===== config.mk =====
export PLATFORM = sky130hd
export DESIGN_NAME = axi_id_traffic_tap
export DESIGN_NICKNAME = d
export VERILOG_FILES = /design/src/rtl/axf_pkg.sv /design/src/rtl/axf_cfg_regs.sv /design/src/rtl/axf_chan_tap.sv /design/src/rtl/axi_id_traffic_tap.sv
export SDC_FILE = /design/constraint.sdc
export NUM_CORES = 1
export LEC_CHECK = 0
export BUFFER_PORTS_ARGS = -buffer_cell sky130_fd_sc_hd__buf_4
export CORE_AREA = 2 2 242 244
export CTS_CLUSTER_SIZE = 16
export DETAILED_ROUTE_END_ITERATION = 10
export DIE_AREA = 0 0 244 246
export PLACE_DENSITY = 0.63
export SLEW_MARGIN = 20
export SYNTH_ARGS = -nofsm -noshare
export SYNTH_HDL_FRONTEND = slang
export SYNTH_HIERARCHICAL = 1
export SYNTH_SLANG_ARGS = --single-unit

===== constraint.sdc =====
create_clock -name clk -period 4.4 [get_ports clk]
set_input_delay 0.66 -clock clk [delete_from_list [all_inputs] [get_ports clk]]
set_output_delay 0.66 -clock clk [all_outputs]
set_load 0.005 [all_outputs]

===== src/rtl/axf_pkg.sv =====
package axf_pkg;
  localparam int FID_W        = 16;
  localparam int FWORD_W      = 32;
  localparam int EV_W         = 8;
  localparam int PORT_FIELD_W = 3;
  localparam int ROUTE_W      = 12;

  localparam logic [EV_W-1:0] EV_FILT_RD = 8'h41;
  localparam logic [EV_W-1:0] EV_FILT_WR = 8'h42;

  typedef enum logic [1:0] {
    REG_EVENT  = 2'd0,
    REG_FILTER = 2'd1,
    REG_ROUTE  = 2'd2,
    REG_NONE   = 2'd3
  } reg_sel_e;

  // High half of the filter word holds the compare mask inverted.
  function automatic logic id_hit(input logic [FID_W-1:0] id,
                                  input logic [FWORD_W-1:0] fw);
    logic [FID_W-1:0] cmp;
    cmp = ~fw[FWORD_W-1:FID_W];
    return ((id ^ fw[FID_W-1:0]) & cmp) == '0;
  endfunction
endpackage


===== src/rtl/axf_cfg_regs.sv =====
module axf_cfg_regs
  import axf_pkg::*;
#(
  parameter int NUM_CNT        = 3,
  parameter bit PER_CNT_FILTER = 1'b0
) (
  input  logic                              clk,
  input  logic                              rst,
  input  logic                              cfg_we,
  input  logic [7:0]                        cfg_addr,
  input  logic [31:0]                       cfg_wdata,
  output logic [NUM_CNT-1:0][EV_W-1:0]      ev_code,
  output logic [NUM_CNT-1:0][ROUTE_W-1:0]   route,
  output logic [NUM_CNT-1:0][FWORD_W-1:0]   eff_filter
);
  logic [3:0]         slot;
  reg_sel_e           sel;
  logic               wr_ok;
  logic [FWORD_W-1:0] shared_q;

  assign slot  = cfg_addr[7:4];
  assign sel   = reg_sel_e'(cfg_addr[3:2]);
  assign wr_ok = cfg_we && (cfg_addr[1:0] == 2'b00);

  always_ff @(posedge clk) begin
    if (rst) begin
      shared_q <= '0;
      ev_code  <= '0;
      route    <= '0;
    end else if (wr_ok) begin
      if (slot == 4'd0 && sel == REG_EVENT) shared_q <= cfg_wdata;
      for (int c = 0; c < NUM_CNT; c++) begin
        if (slot == 4'(c + 1)) begin
          if (sel == REG_EVENT) ev_code[c] <= cfg_wdata[EV_W-1:0];
          if (sel == REG_ROUTE) route[c]   <= cfg_wdata[ROUTE_W-1:0];
        end
      end
    end
  end

  generate
    if (PER_CNT_FILTER) begin : g_own_filter
      logic [NUM_CNT-1:0][FWORD_W-1:0] own_q;
      always_ff @(posedge clk) begin
        if (rst) begin
          own_q <= '0;
        end else if (wr_ok) begin
          for (int c = 0; c < NUM_CNT; c++)
            if (slot == 4'(c + 1) && sel == REG_FILTER) own_q[c] <= cfg_wdata;
        end
      end
      assign eff_filter = own_q;
    end else begin : g_shared_filter
      for (genvar c = 0; c < NUM_CNT; c++) begin : g_fan
        assign eff_filter[c] = shared_q;
      end
    end
  endgenerate
endmodule


===== src/rtl/axf_chan_tap.sv =====
module axf_chan_tap
  import axf_pkg::*;
#(
  parameter int NUM_PORTS = 2,
  parameter int LEN_W     = 8,
  parameter int SIZE_W    = 3,
  parameter int BURST_W   = 2,
  parameter int BYTE_W    = 17
) (
  input  logic [NUM_PORTS-1:0]        valid,
  input  logic [NUM_PORTS-1:0]        ready,
  input  logic [NUM_PORTS*FID_W-1:0]  id,
  input  logic [NUM_PORTS*LEN_W-1:0]  len,
  input  logic [NUM_PORTS*SIZE_W-1:0] size,
  input  logic [FWORD_W-1:0]          fword,
  input  logic                        lim_en,
  input  logic [PORT_FIELD_W-1:0]     port_sel,
  output logic [BURST_W-1:0]          burst,
  output logic [BYTE_W-1:0]           bytes
);
  always_comb begin
    burst = '0;
    bytes = '0;
    for (int p = 0; p < NUM_PORTS; p++) begin
      if (valid[p] && ready[p] &&
          (!lim_en || port_sel == PORT_FIELD_W'(p)) &&
          id_hit(id[p*FID_W +: FID_W], fword)) begin
        burst = burst + BURST_W'(1);
        bytes = bytes + ((BYTE_W'(len[p*LEN_W +: LEN_W]) + BYTE_W'(1))
                         << size[p*SIZE_W +: SIZE_W]);
      end
    end
  end
endmodule


===== src/rtl/axi_id_traffic_tap.sv =====
module axi_id_traffic_tap
  import axf_pkg::*;
#(
  parameter int NUM_PORTS      = 2,
  parameter int NUM_CNT        = 3,
  parameter int LEN_W          = 8,
  parameter int SIZE_W         = 3,
  parameter bit PER_CNT_FILTER = 1'b0,
  localparam int BURST_W       = $clog2(NUM_PORTS + 1),
  localparam int BYTE_W        = LEN_W + (1 << SIZE_W) + $clog2(NUM_PORTS)
) (
  input  logic                        clk,
  input  logic                        rst,
  input  logic                        cfg_we,
  input  logic [7:0]                  cfg_addr,
  input  logic [31:0]                 cfg_wdata,
  input  logic [NUM_PORTS-1:0]        ar_valid,
  input  logic [NUM_PORTS-1:0]        ar_ready,
  input  logic [NUM_PORTS*16-1:0]     ar_id,
  input  logic [NUM_PORTS*LEN_W-1:0]  ar_len,
  input  logic [NUM_PORTS*SIZE_W-1:0] ar_size,
  input  logic [NUM_PORTS-1:0]        aw_valid,
  input  logic [NUM_PORTS-1:0]        aw_ready,
  input  logic [NUM_PORTS*16-1:0]     aw_id,
  input  logic [NUM_PORTS*LEN_W-1:0]  aw_len,
  input  logic [NUM_PORTS*SIZE_W-1:0] aw_size,
  output logic [NUM_CNT*BURST_W-1:0]  burst_inc,
  output logic [NUM_CNT*BYTE_W-1:0]   byte_inc
);
  logic [NUM_CNT-1:0][EV_W-1:0]    ev_code;
  logic [NUM_CNT-1:0][ROUTE_W-1:0] route;
  logic [NUM_CNT-1:0][FWORD_W-1:0] eff_filter;

  axf_cfg_regs #(
    .NUM_CNT        (NUM_CNT),
    .PER_CNT_FILTER (PER_CNT_FILTER)
  ) u_regs (
    .clk        (clk),
    .rst        (rst),
    .cfg_we     (cfg_we),
    .cfg_addr   (cfg_addr),
    .cfg_wdata  (cfg_wdata),
    .ev_code    (ev_code),
    .route      (route),
    .eff_filter (eff_filter)
  );

  generate
    for (genvar c = 0; c < NUM_CNT; c++) begin : g_cnt
      logic [BURST_W-1:0] rd_burst, wr_burst, burst_q;
      logic [BYTE_W-1:0]  rd_bytes, wr_bytes, bytes_q;

      // Routing word: [2:0] read port, [3] read select (inverted),
      // [10:8] write port, [11] write select (inverted).
      axf_chan_tap #(
        .NUM_PORTS (NUM_PORTS), .LEN_W (LEN_W), .SIZE_W (SIZE_W),
        .BURST_W   (BURST_W),   .BYTE_W (BYTE_W)
      ) u_rd (
        .valid    (ar_valid),
        .ready    (ar_ready),
        .id       (ar_id),
        .len      (ar_len),
        .size     (ar_size),
        .fword    (eff_filter[c]),
        .lim_en   (~route[c][3]),
        .port_sel (route[c][2:0]),
        .burst    (rd_burst),
        .bytes    (rd_bytes)
      );

      axf_chan_tap #(
        .NUM_PORTS (NUM_PORTS), .LEN_W (LEN_W), .SIZE_W (SIZE_W),
        .BURST_W   (BURST_W),   .BYTE_W (BYTE_W)
      ) u_wr (
        .valid    (aw_valid),
        .ready    (aw_ready),
        .id       (aw_id),
        .len      (aw_len),
        .size     (aw_size),
        .fword    (eff_filter[c]),
        .lim_en   (~route[c][11]),
        .port_sel (route[c][10:8]),
        .burst    (wr_burst),
        .bytes    (wr_bytes)
      );

      always_ff @(posedge clk) begin
        if (rst) begin
          burst_q <= '0;
          bytes_q <= '0;
        end else begin
          case (ev_code[c])
            EV_FILT_RD: begin burst_q <= rd_burst; bytes_q <= rd_bytes; end
            EV_FILT_WR: begin burst_q <= wr_burst; bytes_q <= wr_bytes; end
            default:    begin burst_q <= '0;       bytes_q <= '0;       end
          endcase
        end
      end

      assign burst_inc[c*BURST_W +: BURST_W] = burst_q;
      assign byte_inc[c*BYTE_W +: BYTE_W]    = bytes_q;
    end
  endgenerate
endmodule


**Word-level counts from Yosys, hierarchy flattened**

Cells that the tools add are included.

- Register bits: 149
- Bits of input ports: 159
- Output and inout bits: 57
- Word-level logic and storage cells: 150

- $add $sub $neg: 16
- Equality and inequality tests: 16
- Shift operators: 4
- Muxes and demuxes: 30
- Bitwise gates (word level): 9
- Reduce and logical (&&, ||, !) cells: 62

Operators with widths:

| operator | count |
|---|---|
| $mux W17 | 12 |
| $add A17 B17 Y17 | 6 |
| $pmux W17 S2 | 3 |
| $shl A17 B3 Y17 | 4 |
| $and A16 B16 Y16 | 4 |
| $logic_not A16 Y1 | 4 |
| $xor A16 B16 Y16 | 4 |
| $eq A8 B7 Y1 const B | 6 |
| $add A8 B1 Y9 const B | 4 |
| $logic_and A1 B1 Y1 | 30 |
| $eq A3 B1 Y1 const B | 6 |
| $logic_not A3 Y1 | 6 |
| $reduce_and A3 Y1 | 6 |
| $not A16 Y16 | 1 |
| $add A1 B1 Y2 const B | 6 |
| $logic_or A1 B1 Y1 | 12 |
| $mux W2 | 6 |
| $pmux W2 S2 | 3 |
| $eq A4 B2 Y1 const B | 2 |
| $mux W1 | 6 |
| $eq A4 B1 Y1 const B | 1 |
| $logic_not A2 Y1 | 2 |
| $logic_not A4 Y1 | 1 |
| $eq A2 B2 Y1 const B | 1 |
| $reduce_and A2 Y1 | 1 |

**Logic depth before layout (Yosys ltp)**

Gate-level depths: netlist of run 1.

- Depth after elaboration: 8
- Depth in mapped cells: 19
- Depth with buffers taken out: 18

**Hierarchy**

The synthesis of run 1 kept the hierarchy.

By module, submodules not included:

| module | times used | cells an instance | area each (um^2) | seq. area each (um^2) |
|---|---|---|---|---|
| axf_chan_tap at g_cnt[0].u_rd ... | 3 | 392 | 2686.3 | 0.0 |
| axf_cfg_regs | 1 | 409 | 4281.6 | 1841.8 |
| axi_id_traffic_tap | 1 | 276 | 2826.5 | 1141.1 |
| axf_chan_tap at g_cnt[1].u_wr | 1 | 394 | 2740.1 | 0.0 |
| axf_chan_tap at g_cnt[2].u_rd | 1 | 364 | 2472.4 | 0.0 |
| axf_chan_tap at g_cnt[2].u_wr | 1 | 362 | 2467.4 | 0.0 |

**Worst setup path before layout of run 1**

Ideal clock, no wire load.

- Path type: in2reg
- Start: input port ar_len[0]
- End: register g_cnt[1].bytes_q[12]
- Library setup time: 0.081 ns
- Arrival: 3.968 ns
- Data required time: 4.319 ns
- Path slack: 0.350 ns
- Stages on the path: 15
- Buffers on the path: 2
- Cell sequence: buf_2 -> and4_1 -> or2_2 -> mux4_2 -> a211oi_2 -> ha_1 -> and4_1 -> clkbuf_1 -> nand2_1 -> a21oi_1 -> or4b_2 -> a31oi_1 -> a21o_1 -> nand3b_1 -> a211oi_2

- Word-level cells in the longest chain between the ends: 6

RTL lines:

| element | RTL line | source |
|---|---|---|
| from (decl) | axi_id_traffic_tap.sv:20 | `input logic [NUM_PORTS*LEN_W-1:0] ar_len,` |
| $add A8 B1 Y9 * | axf_chan_tap.sv:29 | `bytes = bytes + ((BYTE_W'(len[p*LEN_W +: LEN_W]) + BYTE_W'(1))` |
| $shl A17 B3 Y17 * | axf_chan_tap.sv:29 |  |
| $mux W17 * | axf_chan_tap.sv:25 | `if (valid[p] && ready[p] &&` |
| $add A17 B17 Y17 | axf_chan_tap.sv:29 |  |
| $mux W17 * | axf_chan_tap.sv:25 |  |
| named net g_cnt[1].rd_bytes[12] | axi_id_traffic_tap.sv:51 | `logic [BYTE_W-1:0] rd_bytes, wr_bytes, bytes_q;` |
| $pmux W17 S2 * | axi_id_traffic_tap.sv:92 | `case (ev_code[c])` |
| to (signal assigned) | axi_id_traffic_tap.sv:93 | `EV_FILT_RD: begin burst_q <= rd_burst; bytes_q <= rd_bytes; end` |
| to (signal assigned) | axi_id_traffic_tap.sv:94 | `EV_FILT_WR: begin burst_q <= wr_burst; bytes_q <= wr_bytes; end` |
| to (decl) | axi_id_traffic_tap.sv:51 |  |

Mark *: on every way through the listed nets, which the timed path passes. The rest lies on a longest branch.
A chain may end at the register's enable or synchronous reset.

**Worst setup path in the final report of run 1**

- Start: register u_regs.shared_q[11]
- End: register g_cnt[2].bytes_q[14]

- Word-level cells in the longest chain between the ends: 8
- Elaborated cells between the ends (all ways): 23
- Classes of those cells: add/sub: 2; mux: 5; bitwise: 8; reduce/logical: 8

RTL lines:

| element | RTL line | source |
|---|---|---|
| from (decl) | axf_cfg_regs.sv:19 | `logic [FWORD_W-1:0] shared_q;` |
| from (signal assigned) | axf_cfg_regs.sv:31 | `if (slot == 4'd0 && sel == REG_EVENT) shared_q <= cfg_wdata;` |
| $xor A16 B16 Y16 | axf_pkg.sv:23 | `return ((id ^ fw[FID_W-1:0]) & cmp) == '0;` |
| $and A16 B16 Y16 | axf_pkg.sv:23 |  |
| $logic_not A16 Y1 | axf_pkg.sv:23 |  |
| $logic_and A1 B1 Y1 | axf_chan_tap.sv:26 | `(!lim_en \|\| port_sel == PORT_FIELD_W'(p)) &&` |
| $mux W17 | axf_chan_tap.sv:25 |  |
| $add A17 B17 Y17 | axf_chan_tap.sv:29 |  |
| $mux W17 * | axf_chan_tap.sv:25 |  |
| named net g_cnt[2].rd_bytes[14] | axi_id_traffic_tap.sv:51 |  |
| $pmux W17 S2 * | axi_id_traffic_tap.sv:92 |  |
| to (signal assigned) | axi_id_traffic_tap.sv:93 |  |
| to (signal assigned) | axi_id_traffic_tap.sv:94 |  |
| to (decl) | axi_id_traffic_tap.sv:51 |  |

Marks and branches as above.

==> results of run 1 <==
[sequential cells by signal, summed over array words and instances, names as in the netlist]
signal,count
u_regs/ev_code,24
g_cnt.burst_q,6
g_cnt.bytes_q,51
u_regs/shared_q,32
u_regs/route,24
[worst paths after layout]
| path | endpoint | from | slack, ps | depth (start not counted) |
|---|---|---|---|---|
| setup reg to reg | g_cnt[2].bytes_q[14] | u_regs/shared_q[11] | 310 | 18 |
| hold / removal | u_regs/shared_q[22] | cfg_wdata[22] | 470 | 3 |
| hold reg to reg | u_regs/ev_code[12] | u_regs/ev_code[12] | 470 | 2 |
| setup / recovery | g_cnt[2].bytes_q[14] | u_regs/shared_q[11] | 310 | 18 |
[critical path: cells and delay by family, from the launching register on]
family	cells	cell delay [ps]
muxes	1	270
AOI/OAI and AO/OA	8	1490
and+or+nand+nor	4	650
xor gates and xnor gates	1	110
buffers and inverters	3	630
DFF	1	450
adders and majority gates	1	310
[report_power, final]
part,internal (µW),switching [µW]
Sequential,1240,1.12
Clock,915,662
Combinational,627,811
Total,2780,1470
[per-layer routing]
metal  vias to the layer above  part of all wire  track usage
met4                         6             0.027       0.0821
met3                       106             0.062       0.0310
met1                     10600              0.46        0.326
met2                       697              0.45        0.390
met5                         -           0.00056            0
li1                      11400                 -            -
[area by class of cell]
class,count,share of cell area
antenna,1,0.0000943
clock buffer,17,0.0160
clock inverter,15,0.00782
inverter,102,0.0150
multi-input combinational,2466,0.673
sequential,137,0.104
tap,765,0.0361
timing repair buffer,524,0.149
[per-stage QoR]
step | setup TNS (ps) | instances
after floorplan | 0 | 2945
after global placement | -7.92 | 3994
after detailed placement | 0 | 3994
after CTS | 0 | 4026
after global routing | 0 | 4027
final | 0 | 4027
==> run_results.csv, run 1 <==
group,metric,value,unit
run_status,run_status,"finished, final reports clean",
clock_network,clockBufferDepth,2,
sta,finClkSkew,9.34,ps
cells_and_area,filler_cell_count,5803,
route,detailedRoute.firstPassIterationCount,5,
global_route,wire_length_of_the_first_global_routing_pass,116,mm
die,initial_core_util,0.391,
clock_network,cts.root.buffer_cell,"sky130_fd_sc_hd__clkbuf_16",
synthesis,postSynthAreaPerCell,7.61,µm²
global_route,grt_start_max_net_pins,116,
cells_and_area,final_net_count,3527,
route,route.detailed.wl_per_inst,18.5,µm
worst_setup_path,crit_chain,"buf_4 -> xnor2_1 -> o22ai_1 -> nor4_2 -> buf_4 -> nand4_1 -> buf_4 -> o22ai_1 -> ha_1 -> a21oi_1 -> a21boi_0 -> o21ai_0 -> a21oi_2 -> nor4_1 -> a311o_1 -> mux2_2 -> nand3b_1 -> a211oi_2",
sta,worst_slack,312,ps
clock_network,tritoncts,"yes",
clock_network,postCtsResizedCells,0,
sta,maxClockFrequency,245,MHz
power,post-layout-total-power,4260,µW
cells_and_area,layout.cells.most_common,"sky130_fd_sc_hd__buf_4",
global_route,antenna_found_initial,4,
worst_setup_path,criticalPathCategory,"register to register",
sta,relSlewSlack,0.265,
cells_and_area,finalCoreUtilization,0.463,
cells_and_area,design_area,26500,µm²
clock_network,cts_sinks,137,
synthesis,synthesized_instance_count,2945,
clock_network,insertion_delay,450,ps
placement,portBuffers,215,
sta,finalCriticalPeriod,4090,ps
sta,slew_violations,0,
synthesis,synth.yosys.warnings,6,
die,die_area,60000,µm²
cells_and_area,seqCellArea,2750,µm²
synthesis,mappedNetlistNets,3224,
cells_and_area,mostFrequentLayoutCells,"523 x sky130_fd_sc_hd__buf_4, 255 x sky130_fd_sc_hd__xnor2_1, 234 x sky130_fd_sc_hd__nor2_1",
sta,unrepaired_setup_endpoints_after_global_routing,"no",
power,cellPowerDensity,160,nW/µm²
route,drt-initial-drc-count,1620,
die,site_rows,88,
clock_network,hold_buffers,0,
worst_setup_path,cp.required,4690,ps
clock_network,clk_pin_slew,70,ps
die,floorplan.die.width,244,µm
worst_setup_path,critical_path.slowest_cell,"sky130_fd_sc_hd__dfxtp_1",
clock_network,htreeDepth,4,
global_route,number_of_global_route_vias_before_repair,21200,
worst_setup_path,arrival,4380,ps
power,static_power_due_to_leakage,0.0110,µW
placement,dp_worst_setup_slack,40.4,ps
worst_hold_path,hold_class,"primary input to register",
die,io-pin-count,216,
die,core_area,57400,µm²
placement,detailed_place.area,25900,µm²
global_route,global_route.usage.total,0.240,
clock_network,total_clock_buffers_created_by_cts,17,
route,route.detailed.vias_per_inst,5.66,
worst_setup_path,critical_path.max_stage_delay,450,ps
die,die_height,246,µm
sta,final_count_of_hold_timing_violations,0,
worst_setup_path,crit_path_start_kind,"register",
worst_setup_path,critPathMostFrequentCell,"sky130_fd_sc_hd__buf_4",
sta,final.hold.worst_slack,472,ps
route,ant_nets,0,
worst_setup_path,critPathCaptureType,"register",
clock_network,cts_setup_buffers,0,
sta,worst_pin_slew,1100,ps
route,detail_route.drc_violations,0,
route,dr_total_vias,22800,
cells_and_area,synthToLayoutAreaGrowth,18.4,%
power,vdd_drop_max,0.256,mV
cells_and_area,multiInputGateArea,17900,µm²
synthesis,syn_area,22400,µm²
placement,place_congestion,0.952,
route,postRouteWirelength,74.3,mm
sta,timing.final.crit_share,0.929,
cells_and_area,share_of_final_layout_standard_cells_stronger_than_drive_strength_1,0.223,
sta,finalSetupViolations,0,
global_route,grt_overflow,0,
placement,dpl.hpwl,60.0,mm
run,cap_violations,0,
worst_setup_path,critical_path_peak_fanout,8,
Note: power is estimated with default switching activity, not from simulation.
==> run 2, diff against run 1 <==
--- a/config.mk
+++ b/config.mk
@@ -5,12 +5,14 @@
 export SDC_FILE = /design/constraint.sdc
 export NUM_CORES = 1
 export LEC_CHECK = 0
+export ABC_AREA = 1
 export BUFFER_PORTS_ARGS = -buffer_cell sky130_fd_sc_hd__buf_4
-export CORE_AREA = 2 2 242 244
+export CORE_AREA = 2 2 247 249
 export CTS_CLUSTER_SIZE = 16
 export DETAILED_ROUTE_END_ITERATION = 10
-export DIE_AREA = 0 0 244 246
+export DIE_AREA = 0 0 249 251
 export PLACE_DENSITY = 0.63
+export REMOVE_ABC_BUFFERS = 1
 export SLEW_MARGIN = 20
 export SYNTH_ARGS = -nofsm -noshare
 export SYNTH_HDL_FRONTEND = slang
==> run_results.csv, run 2 <==
group,metric,value,unit
clock_network,cts.root.buffer_cell,"sky130_fd_sc_hd__clkbuf_16",
clock_network,tritoncts,"yes",
clock_network,total_clock_buffers_created_by_cts,17,
sta,finClkSkew,19.2,ps
power,psw,1540,µW
sta,final_count_of_hold_timing_violations,0,
worst_setup_path,critical_path.slowest_cell,"sky130_fd_sc_hd__dfxtp_1",
die,initial_core_util,0.389,
power,clock_power_share,0.392,
power,p_sw_frac,0.379,
worst_setup_path,critPathCaptureType,"register",
route,postRouteWirelength,78.4,mm
power,static_power_due_to_leakage,0.0128,µW
sta,relSlewSlack,0.350,
die,io-pin-count,216,
clock_network,cts_setup_buffers,0,
global_route,grt_start_max_net_pins,64,
sta,timing.final.crit_share,0.890,
worst_hold_path,end_of_the_worst_hold_path,"u_regs/shared_q[17]",
clock_network,clockBufferDepth,2,
cells_and_area,filler_cell_count,6735,
worst_setup_path,cp.required,4810,ps
run_status,run_status,"finished, final reports clean",
worst_setup_path,arrival,4330,ps
placement,place_congestion,0.991,
power,pint,2520,µW
worst_hold_path,hold_class,"primary input to register",
route,route.detailed.vias_per_inst,5.15,
placement,dp_worst_setup_slack,446,ps
synthesis,postSynthAreaPerCell,5.41,µm²
power,cellPowerDensity,160,nW/µm²
clock_network,htreeDepth,4,
power,share_comb_of_total_power,0.302,
power,post-layout-total-power,4060,µW
die,die_height,251,µm
global_route,antenna_found_initial,6,
cells_and_area,multiInputGateArea,17100,µm²
worst_hold_path,timing.hold.worst_path_depth,5,
power,pwr-share-seq,0.306,
worst_setup_path,critical_path.max_stage_delay,780,ps
cells_and_area,mostFrequentLayoutCells,"1197 x sky130_fd_sc_hd__nand2_1, 710 x sky130_fd_sc_hd__nand3_1, 546 x sky130_fd_sc_hd__nor2_1",
worst_setup_path,rrSetupSlack,490,ps
cells_and_area,final_net_count,4648,
route,detail_route.drc_violations,0,
worst_setup_path,criticalPathCategory,"register to register",
worst_setup_path,reg2reg_to,"g_cnt[2].bytes_q[10]",
synthesis,syn_area,23300,µm²
route,route.detailed.wl_per_inst,15.2,µm
worst_hold_path,min-delay-start,"cfg_wdata[17]",
sta,slew_violations,0,
global_route,number_of_global_route_vias_before_repair,23600,
cells_and_area,top_register_by_number_of_flip_flops,"g_cnt.bytes_q",
sta,final.hold.worst_slack,473,ps
clock_network,insertion_delay,500,ps
synthesis,synth.yosys.warnings,6,
sta,finalCriticalPeriod,3910,ps
clock_network,clk_pin_slew,70,ps
run,cap_violations,0,
worst_setup_path,r2r.worst_path.cells,22,
route,dr_total_vias,26600,
route,drt-initial-drc-count,2151,
synthesis,synthesized_instance_count,4301,
cells_and_area,largest_reg_flops,51,
cells_and_area,share_of_final_layout_standard_cells_stronger_than_drive_strength_1,0.106,
worst_setup_path,critPathMostFrequentCell,"sky130_fd_sc_hd__nand2_1",
sta,maxClockFrequency,255,MHz
worst_setup_path,crit_path_start_kind,"register",
clock_network,postCtsResizedCells,0,
sta,unrepaired_setup_endpoints_after_global_routing,"no",
placement,portBuffers,215,
global_route,grt_overflow,0,
cells_and_area,seqCellArea,2740,µm²
route,ant_nets,0,
placement,dpl.hpwl,62.3,mm
die,die_area,62500,µm²
worst_setup_path,critical_path_peak_fanout,25,
clock_network,hold_buffers,0,
cells_and_area,layout.cells.most_common,"sky130_fd_sc_hd__nand2_1",
sta,fin_tns_setup,0,ps
die,core_area,59800,µm²
cells_and_area,largest_registers_ranked_by_flip_flop_count,"g_cnt.bytes_q x51, u_regs/shared_q x32",
global_route,wire_length_of_the_first_global_routing_pass,123,mm
die,floorplan.die.width,249,µm
die,site_rows,90,
sta,finalSetupViolations,0,
power,vdd_drop_max,0.319,mV
sta,worst_slack,486,ps
worst_setup_path,crit-reg2reg-launch,"u_regs/shared_q[4]",
route,detailedRoute.firstPassIterationCount,6,
clock_network,cts_sinks,137,
worst_setup_path,crit_chain,"nand2_1 -> nand2_1 -> nand2_1 -> nor2_2 -> nand3_2 -> nor2_8 -> nand2_2 -> nor2_1 -> ha_1 -> inv_1 -> fa_1 -> o21ai_2 -> nand2_1 -> a21oi_1 -> nand2_1 -> nand2_1 -> nand2_1 -> nand2_1 -> nand2_1 -> nand2_1 -> nand3_1 -> a21oi_1",
sta,worst_pin_slew,972,ps
global_route,global_route.usage.total,0.244,
cells_and_area,synthToLayoutAreaGrowth,9.11,%
==> run 2: worst max-delay path by stage <==
| stage | slack, ps | end | from |
|---|---|---|---|
| 2_1_floorplan | 1040 | g_cnt[2].bytes_q[10] | u_regs/shared_q[13] |
| 3_3_place_gp | 490 | g_cnt[1].bytes_q[9] | ar_id[13] |
| 3_5_place_dp | 450 | g_cnt[2].bytes_q[10] | ar_id[11] |
| 4_1_cts | 510 | g_cnt[2].bytes_q[10] | u_regs/shared_q[4] |
| 5_1_grt | 50 | g_cnt[1].bytes_q[14] | u_regs/shared_q[4] |
| 6_report | 490 | g_cnt[2].bytes_q[10] | u_regs/shared_q[4] |
==> run 2: final cells by class <==
type	count	share of cell area
multi-input cells	3428	0.675
flip-flops and latches	137	0.108
inverters	526	0.0777
repair buffers	259	0.0766
well taps	782	0.0385
clock buffers	17	0.0168
clock inverters	15	0.00759
diodes	2	0.000197
==> run 2: worst max-delay path: cells and delay by family, from the launching register on <==
family / cells / cell delay (ps)
flops: 1 / 780
buf+inv: 1 / 60
fa+ha+maj: 2 / 650
simple gates: 16 / 1690
compound gates: 3 / 630
==> run 2: power by group through the flow <==
stage               clock (µW)  sequential [µW]  combinational [µW]
floorplan                    0             1270                 739
global placement             0             1270                1200
detailed placement           0             1270                1200
CTS                       1620             1240                1210
global route              1670             1240                1370
finish                    1590             1240                1230
==> run 2: through the flow <==
| stage | util | cell area [µm²] | std cells |
|---|---|---|---|
| floorplan | - | 21800 | 4091 |
| global placement | 0.414 | 24800 | 5132 |
| detailed placement | 0.414 | 24800 | 5132 |
| CTS | 0.425 | 25400 | 5164 |
| global route | 0.425 | 25400 | 5165 |
| finish | 0.425 | 25400 | 5166 |
==> run 2: routing by layer <==
metal	track usage	up-vias	wire [µm]
li1	-	14000	-
met1	0.317	11700	35500
met2	0.413	766	36000
met3	0.0403	134	4710
met4	0.0776	6	2230
met5	0	-	33
